<file path="config.mk">
export PLATFORM = sky130hd
export DESIGN_NAME = ata_pio_router
export DESIGN_NICKNAME = d
export VERILOG_FILES = /design/src/rtl/ata_pio_pkg.sv /design/src/rtl/ata_win_cmp.sv /design/src/rtl/ata_win_prio.sv /design/src/rtl/ata_pio_router.sv
export SDC_FILE = /design/constraint.sdc
export NUM_CORES = 1
export LEC_CHECK = 0
export BUFFER_PORTS_ARGS = -buffer_cell sky130_fd_sc_hd__buf_2
export CORE_ASPECT_RATIO = 1.1
export CORE_MARGIN = 1
export CORE_UTILIZATION = 30
export CTS_CLUSTER_SIZE = 16
export DETAILED_ROUTE_END_ITERATION = 8
export SYNTH_ARGS = -nofsm -noshare
export SYNTH_HDL_FRONTEND = slang
export SYNTH_SLANG_ARGS = --single-unit
export TNS_END_PERCENT = 10
</file>
<file path="constraint.sdc">
create_clock -name clk -period 13.1 [get_ports clk]
set_input_delay 0 -clock clk [delete_from_list [all_inputs] [get_ports clk]]
set_output_delay 0 -clock clk [all_outputs]
set_load 0.005 [all_outputs]
</file>
<file path="src/rtl/ata_pio_pkg.sv">
package ata_pio_pkg;

    typedef enum logic [1:0] {
        KIND_NONE = 2'd0,
        KIND_CMD  = 2'd1,
        KIND_CTL  = 2'd2,
        KIND_BM   = 2'd3
    } kind_e;

    localparam int WIN_N    = 5;
    localparam int WIN_PCMD = 0;
    localparam int WIN_PCTL = 1;
    localparam int WIN_SCMD = 2;
    localparam int WIN_SCTL = 3;
    localparam int WIN_BM   = 4;

    localparam logic [1:0] SZ_BYTE = 2'd0;
    localparam logic [1:0] SZ_HALF = 2'd1;
    localparam logic [1:0] SZ_WORD = 2'd2;
    localparam logic [1:0] SZ_BAD  = 2'd3;

endpackage

</file>
<file path="src/rtl/ata_win_cmp.sv">
module ata_win_cmp #(
    parameter int ADDR_W = 16,
    parameter int SPAN   = 8
) (
    input  logic [ADDR_W-1:0] base,
    input  logic [ADDR_W-1:0] addr,
    output logic              hit,
    output logic [ADDR_W-1:0] off
);
    localparam int EW = ADDR_W + 1;
    localparam logic [EW-1:0] SPAN_E = EW'(SPAN);

    logic [EW-1:0] lo_e;
    logic [EW-1:0] hi_e;
    logic [EW-1:0] a_e;

    always_comb begin
        lo_e = {1'b0, base};
        hi_e = lo_e + SPAN_E;
        a_e  = {1'b0, addr};
        hit  = (a_e >= lo_e) && (a_e < hi_e);
        off  = addr - base;
    end
endmodule

</file>
<file path="src/rtl/ata_win_prio.sv">
module ata_win_prio
    import ata_pio_pkg::*;
#(
    parameter int ADDR_W   = 16,
    parameter int BM_SPLIT = 8
) (
    input  logic [WIN_N-1:0]             hit,
    input  logic [WIN_N-1:0][ADDR_W-1:0] off_all,
    output logic                         any,
    output kind_e                        kind,
    output logic                         sec,
    output logic [ADDR_W-1:0]            off
);
    logic [2:0] sel;

    always_comb begin
        sel = 3'd0;
        for (int i = WIN_N - 1; i >= 0; i--) begin
            if (hit[i]) sel = 3'(i);
        end
        any = |hit;
        off = off_all[sel];
        unique case (sel)
            3'(WIN_PCMD): begin kind = KIND_CMD; sec = 1'b0; end
            3'(WIN_PCTL): begin kind = KIND_CTL; sec = 1'b0; end
            3'(WIN_SCMD): begin kind = KIND_CMD; sec = 1'b1; end
            3'(WIN_SCTL): begin kind = KIND_CTL; sec = 1'b1; end
            default: begin
                kind = KIND_BM;
                sec  = (off >= ADDR_W'(BM_SPLIT));
            end
        endcase
        if (!any) kind = KIND_NONE;
    end
endmodule

</file>
<file path="src/rtl/ata_pio_router.sv">
module ata_pio_router
    import ata_pio_pkg::*;
#(
    parameter int ADDR_W   = 16,
    parameter int CMD_SPAN = 8,
    parameter int CTL_SPAN = 4,
    parameter int BM_SPAN  = 16,
    parameter int BM_SPLIT = 8,
    parameter int DH_OFF   = 6,
    parameter int DSEL_BIT = 4,
    localparam int MAX_SPAN = (BM_SPAN > CMD_SPAN)
                              ? ((BM_SPAN > CTL_SPAN) ? BM_SPAN : CTL_SPAN)
                              : ((CMD_SPAN > CTL_SPAN) ? CMD_SPAN : CTL_SPAN),
    localparam int OFF_W = (MAX_SPAN > 1) ? $clog2(MAX_SPAN) : 1
) (
    input  logic              clk,
    input  logic              rst_n,
    input  logic              cfg_we,
    input  logic [2:0]        cfg_sel,
    input  logic [ADDR_W-1:0] cfg_wdata,
    input  logic              en_we,
    input  logic              en_io,
    input  logic              en_bm,
    input  logic              acc_valid,
    input  logic              acc_write,
    input  logic [1:0]        acc_size,
    input  logic [ADDR_W-1:0] acc_addr,
    input  logic [7:0]        acc_wdata,
    output logic              rd_stb,
    output logic              wr_stb,
    output logic [1:0]        hit_kind,
    output logic              hit_sec,
    output logic [OFF_W-1:0]  hit_off,
    output logic [1:0]        hit_drive,
    output logic [1:0]        hit_size,
    output logic [7:0]        hit_wdata,
    output logic              miss_err,
    output logic              size_err
);
    typedef struct packed {
        logic [WIN_N-1:0][ADDR_W-1:0] base;
        logic                         io;
        logic                         bm;
        logic [1:0]                   dev;
        logic                         rd;
        logic                         wr;
        logic                         miss;
        logic                         szerr;
        kind_e                        kind;
        logic                         sec;
        logic [OFF_W-1:0]             off;
        logic [1:0]                   drive;
        logic [1:0]                   size;
        logic [7:0]                   wdata;
    } state_t;

    state_t s_d, s_q;

    logic [WIN_N-1:0]             win_hit;
    logic [WIN_N-1:0][ADDR_W-1:0] win_off;
    logic                         dec_any;
    kind_e                        dec_kind;
    logic                         dec_sec;
    logic [ADDR_W-1:0]            dec_off;
    logic                         io_on;
    logic                         bm_on;

    for (genvar w = 0; w < WIN_N; w++) begin : g_win
        localparam int SP = (w == WIN_BM) ? BM_SPAN
                          : ((w % 2) == 0) ? CMD_SPAN : CTL_SPAN;
        ata_win_cmp #(.ADDR_W(ADDR_W), .SPAN(SP)) u_cmp (
            .base (s_q.base[w]),
            .addr (acc_addr),
            .hit  (win_hit[w]),
            .off  (win_off[w])
        );
    end

    ata_win_prio #(.ADDR_W(ADDR_W), .BM_SPLIT(BM_SPLIT)) u_prio (
        .hit     (win_hit),
        .off_all (win_off),
        .any     (dec_any),
        .kind    (dec_kind),
        .sec     (dec_sec),
        .off     (dec_off)
    );

    always_comb begin
        logic       illegal;
        logic [1:0] dev_n;
        s_d       = s_q;
        s_d.rd    = 1'b0;
        s_d.wr    = 1'b0;
        s_d.miss  = 1'b0;
        s_d.szerr = 1'b0;
        illegal   = (acc_size == SZ_BAD) ||
                    ((dec_kind != KIND_BM) && (acc_size == SZ_WORD));
        dev_n     = s_q.dev;

        if (cfg_we && (int'(cfg_sel) < WIN_N) && (cfg_wdata != {ADDR_W{1'b1}}))
            s_d.base[cfg_sel] = cfg_wdata;

        if (en_we) begin
            s_d.io = en_io;
            s_d.bm = en_bm;
        end

        if (acc_valid && s_q.io) begin
            if (!dec_any) begin
                s_d.miss = 1'b1;
            end else if (illegal) begin
                s_d.szerr = 1'b1;
            end else begin
                if (acc_write && (dec_kind == KIND_CMD) &&
                    (dec_off == ADDR_W'(DH_OFF)))
                    dev_n[dec_sec] = acc_wdata[DSEL_BIT];
                s_d.dev = dev_n;
                if (acc_write)
                    s_d.wr = (dec_kind != KIND_BM) || s_q.bm;
                else
                    s_d.rd = 1'b1;
                if (s_d.wr || s_d.rd) begin
                    s_d.kind  = dec_kind;
                    s_d.sec   = dec_sec;
                    s_d.off   = dec_off[OFF_W-1:0];
                    s_d.drive = {dec_sec, dev_n[dec_sec]};
                    s_d.size  = acc_size;
                    s_d.wdata = acc_wdata;
                end
            end
        end
    end

    always_ff @(posedge clk) begin
        if (!rst_n) s_q <= '0;
        else        s_q <= s_d;
    end

    assign io_on     = s_q.io;
    assign bm_on     = s_q.bm;
    assign rd_stb    = s_q.rd;
    assign wr_stb    = s_q.wr;
    assign hit_kind  = s_q.kind;
    assign hit_sec   = s_q.sec;
    assign hit_off   = s_q.off;
    assign hit_drive = s_q.drive;
    assign hit_size  = s_q.size;
    assign hit_wdata = s_q.wdata;
    assign miss_err  = s_q.miss;
    assign size_err  = s_q.szerr;
endmodule

</file>
==> summary.txt <==
Setup path
  • Crit path launch: s_q[77]
  • Setup CP Type: flop to flop
  • Worst flop-to-flop path endpoint: s_q[24]
  • R2R Path Start: s_q[77]
  • Worst Reg-to-Reg Cells: 19
  • Critical path startpoint category: flop
  • Maximum net fanout on the critical path: 5
  • Register-to-register setup slack: 8100 ps
  • Crit-path cells: inv_1, nor3_1, nand3_1, or3_1, nor3_1, xnor2_1, ha_1, and3_1, nor4_1, o21ai_0, o22a_1, o311ai_1, a221oi_1, nor2_1, o22ai_1, a311o_1, o31ai_1, nand4_1, mux2i_1
  • Logic depth of the worst setup path including buffers: 19
  • Maximum single-stage delay on the critical path: 440 ps
  • Req. time, crit path: 13,350 ps
  • Endpoint class of the critical path: flop
  • Endpoint arrival time on the critical path: 5260 ps
  • Cell repeated most along the worst path: sky130_fd_sc_hd__nor3_1
  • Family of cells with the greatest summed delay on the critical path: compound AO/OA/AOI/OAI gates
  • Critical path's slowest cell: sky130_fd_sc_hd__o311ai_1
  • Crit path buffers/inverters: 1
  • End of the critical path: s_q[24]

Global route
  • Initial antenna violation count: 0
  • Global route total overflow: 0
  • Number of global-route vias before repair: 10,500
  • First-pass GRT wire length: 59,200 um
  • Pin count of the biggest net entering global routing: 87
  • Total routing usage reported by global routing: 19.9%

Synth
  • Area share of the leading cell type in the synthesized netlist: 18.9%
  • Gate count after technology mapping: 1,439
  • Cell taking the most area after synthesis: sky130_fd_sc_hd__dfxtp_1
  • Most frequently used flop master after synthesis: sky130_fd_sc_hd__dfxtp_1
  • Cell area after technology mapping: 11,200 um2
  • Synthesis-stage register bit count: 106
  • Leading post-synthesis cells by instance count: sky130_fd_sc_hd__nor2_1, sky130_fd_sc_hd__ha_1, sky130_fd_sc_hd__dfxtp_1
  • Share of synthesized area occupied by flip-flops and latches: 18.9%
  • Ranking of synthesized cells by area: sky130_fd_sc_hd__dfxtp_1, sky130_fd_sc_hd__ha_1, sky130_fd_sc_hd__mux2i_1, sky130_fd_sc_hd__xnor2_1, sky130_fd_sc_hd__nor2_1
  • Net count of the mapped netlist: 1,649
  • Unique masters post-synth: 79
  • Count of synthesis-stage warnings from yosys: 0
  • Synthesized area per cell: 7.80 um2
  • Most used standard cell by instance count after synthesis: sky130_fd_sc_hd__nor2_1
  • Number of synthesized flops with an enable pin: 0
  • Synth async-reset ratio: 0%

Final layout
  • Count of filler cells inserted in the layout: 3,934
  • Final net count: 1,711
  • Fraction of layout instances using a drive strength above 1: 8.30%
  • Final antenna diode count: 0
  • Post-Layout Cell Count: 1,993
  • Layout overhead on the synthesized area: 11.7%
  • Layout Cell Area excl Fill: 12,500 um2

Clock network
  • CTS clk-pin slew, worst paths: 90 ps
  • Setup Buffers After CTS: 0
  • Root Driver: sky130_fd_sc_hd__clkbuf_16
  • Number of clock sinks: 106
  • TritonCTS clock tree: done
  • Number of buffers inserted during clock tree synthesis: 9
  • Number of buffers between clock root and the deepest sink: 2
  • Count of H-tree levels built during CTS: 3
  • Worst-skew pair later-pin latency: 380 ps

Routing
  • DRC: 0
  • Final Routed Wirelength: 38,400 um
  • Via count: 11,100
  • DRC violation total after the first TritonRoute iteration: 808
  • Average via count per standard cell: 5.58
  • Drt wl/cell: 19.3 um
  • Routed Antenna Nets: 0
  • First-pass iteration count of the detailed router: 8

STA
  • Achievable frequency: 0.200 GHz
  • Hold WS: -13.7 ps
  • Relative slew slack: 20.2%
  • Number of slew-limit violations in the final report: 0
  • Share of the cycle needed by the critical path after routing: 38.2%
  • # setup viols final: 0
  • Slew of the pin with the lowest slew margin: 1200 ps
  • Count of final hold-check violations: 4
  • Final min period: 5000 ps
  • Setup clock skew after layout: 22.4 ps
  • Unrepaired setup endpoints after global routing: no
  • Total negative slack: 0 ps

Die
  • Number of placement rows: 73
  • Full die area: 38,200 um2
  • Number of top-level pins: 76
  • Starting density of the core: 30.7%
  • Core Area: 36,500 um2
  • Die span in y: 205 um
  • Die extent in x: 186 um

Status
  • Run status: finished with violations
  • Violations in the final reports: hold timing

Placement
  • Post-DP HPWL: 28,900 um
  • Number of port buffers: 75
  • Cell area after placement: 12,000 um2
  • Routability Congestion: 0.930
  • Total placed cells including tap cells: 1,957

Power
  • Overall power: 965 uW
  • Power density over cell area: 76.9 nW/um2
  • Standby leakage power: 0.00464 uW
  • Maximum ir drop on the vdd rail: 61.5 uV

Worst hold path
  • Class of the tightest hold or removal check: primary input to flop
  • Worst hold path depth: 3

Run
  • # Max-Cap Violations: 0
cell families (layout without fill, tap and decap cells):
logic type	after synthesis	count (layout)	synth area share [%]
AND/OR/NAND/NOR	465	465	20.1
AO/OA/AOI/OAI	370	370	22.1
buffers and inverters	161	228	6.01
adder cells (fa/ha/maj)	157	157	17.8
flip-flops	106	106	18.9
multiplexers	92	92	8.24
XOR/XNOR	88	88	6.87
worst min-delay path by stage:
stage                  from  slack (ps)      end
6_report       cfg_wdata[1]         -10  s_q[44]
5_1_grt        cfg_wdata[1]          10  s_q[28]
4_1_cts        cfg_wdata[1]           3  s_q[44]
3_5_place_dp      acc_write         230   rd_stb
3_3_place_gp      acc_write         230   rd_stb
2_1_floorplan     acc_write          70   rd_stb
worst register-to-register path, cell delays in order (launching register included):
cell,delay [ps]
sky130_fd_sc_hd__dfxtp_1,410
sky130_fd_sc_hd__inv_1,90
sky130_fd_sc_hd__nor3_1,200
sky130_fd_sc_hd__nand3_1,140
sky130_fd_sc_hd__or3_1,410
sky130_fd_sc_hd__nor3_1,200
sky130_fd_sc_hd__xnor2_1,150
sky130_fd_sc_hd__ha_1,280
sky130_fd_sc_hd__and3_1,190
sky130_fd_sc_hd__nor4_1,160
sky130_fd_sc_hd__o21ai_0,130
sky130_fd_sc_hd__o22a_1,210
sky130_fd_sc_hd__o311ai_1,440
sky130_fd_sc_hd__a221oi_1,300
sky130_fd_sc_hd__nor2_1,370
sky130_fd_sc_hd__o22ai_1,110
sky130_fd_sc_hd__a311o_1,380
sky130_fd_sc_hd__o31ai_1,390
sky130_fd_sc_hd__nand4_1,190
sky130_fd_sc_hd__mux2i_1,150
metal layers:
layer	GRT usage, %	wire length [um]	vias up
met1	24.4	16600	5330
li1	-	-	5357
met2	35.1	18200	367
met3	2.31	2060	75
met4	8.64	1500	0
met5	0	0	-
power breakdown:
group | total (uW) | switching, uW | internal (uW)
combinational | 328 | 204 | 124
clock | 301 | 147 | 154
sequential | 336 | 6.72 | 329
sequential cells by signal, summed over array words and instances, names as in the netlist:
register / flops
hit_drive: 1
hit_wdata: 8
hit_off: 4
wr_stb: 1
hit_kind: 2
miss_err: 1
hit_size: 2
hit_sec: 1
io_on: 1
size_err: 1
s_q: 82
bm_on: 1
rd_stb: 1
cells in the final DEF (no fill, tap or decap), drive strengths merged, types with 16 or more instances in the layout:
cell type | synthesis | final
dfxtp | 106 | 106
and3 | 18 | 18
mux2i | 89 | 89
a21oi | 101 | 101
nor3 | 27 | 27
ha | 152 | 152
a21o | 23 | 23
nand2b | 29 | 29
o21ai | 65 | 65
nor2 | 163 | 163
inv | 110 | 113
o211ai | 16 | 16
nand3 | 53 | 53
o21a | 17 | 17
dlygate4sd3 | 0 | 20
nand2 | 92 | 92
a31oi | 16 | 16
xnor2 | 74 | 74
nand4 | 24 | 24
a211oi | 20 | 20
buf | 20 | 82
cell type report:
type,instances,area (um2),area share [%]
Tap cell,487,609,4.86
Inverter,110,413,3.29
Sequential cell,106,2120,16.9
Multi-Input combinational cell,1172,8450,67.4
Timing Repair Buffer,102,628,5.01
Clock buffer,10,229,1.83
Clock inverter,6,83.8,0.669
through the flow:
| stage | setup slack, ps | utilization, % | hold slack (ps) |
|---|---|---|---|
| floorplan | 8810 | - | 72.4 |
| global placement | 8310 | 32.9 | 231 |
| detailed placement | 8130 | 32.9 | 230 |
| CTS | 8100 | 34.3 | 2.68 |
| global route | 7650 | 34.3 | 9.61 |
| finish | 8100 | 34.3 | -13.7 |
what timing repair did:
item	CTS	global route
setup endpoints to repair	0	0
endpoints found under the hold margin	19	0
hold buffers	20	0
resized for setup	0	0
Note: power is estimated with default switching activity, not from simulation.
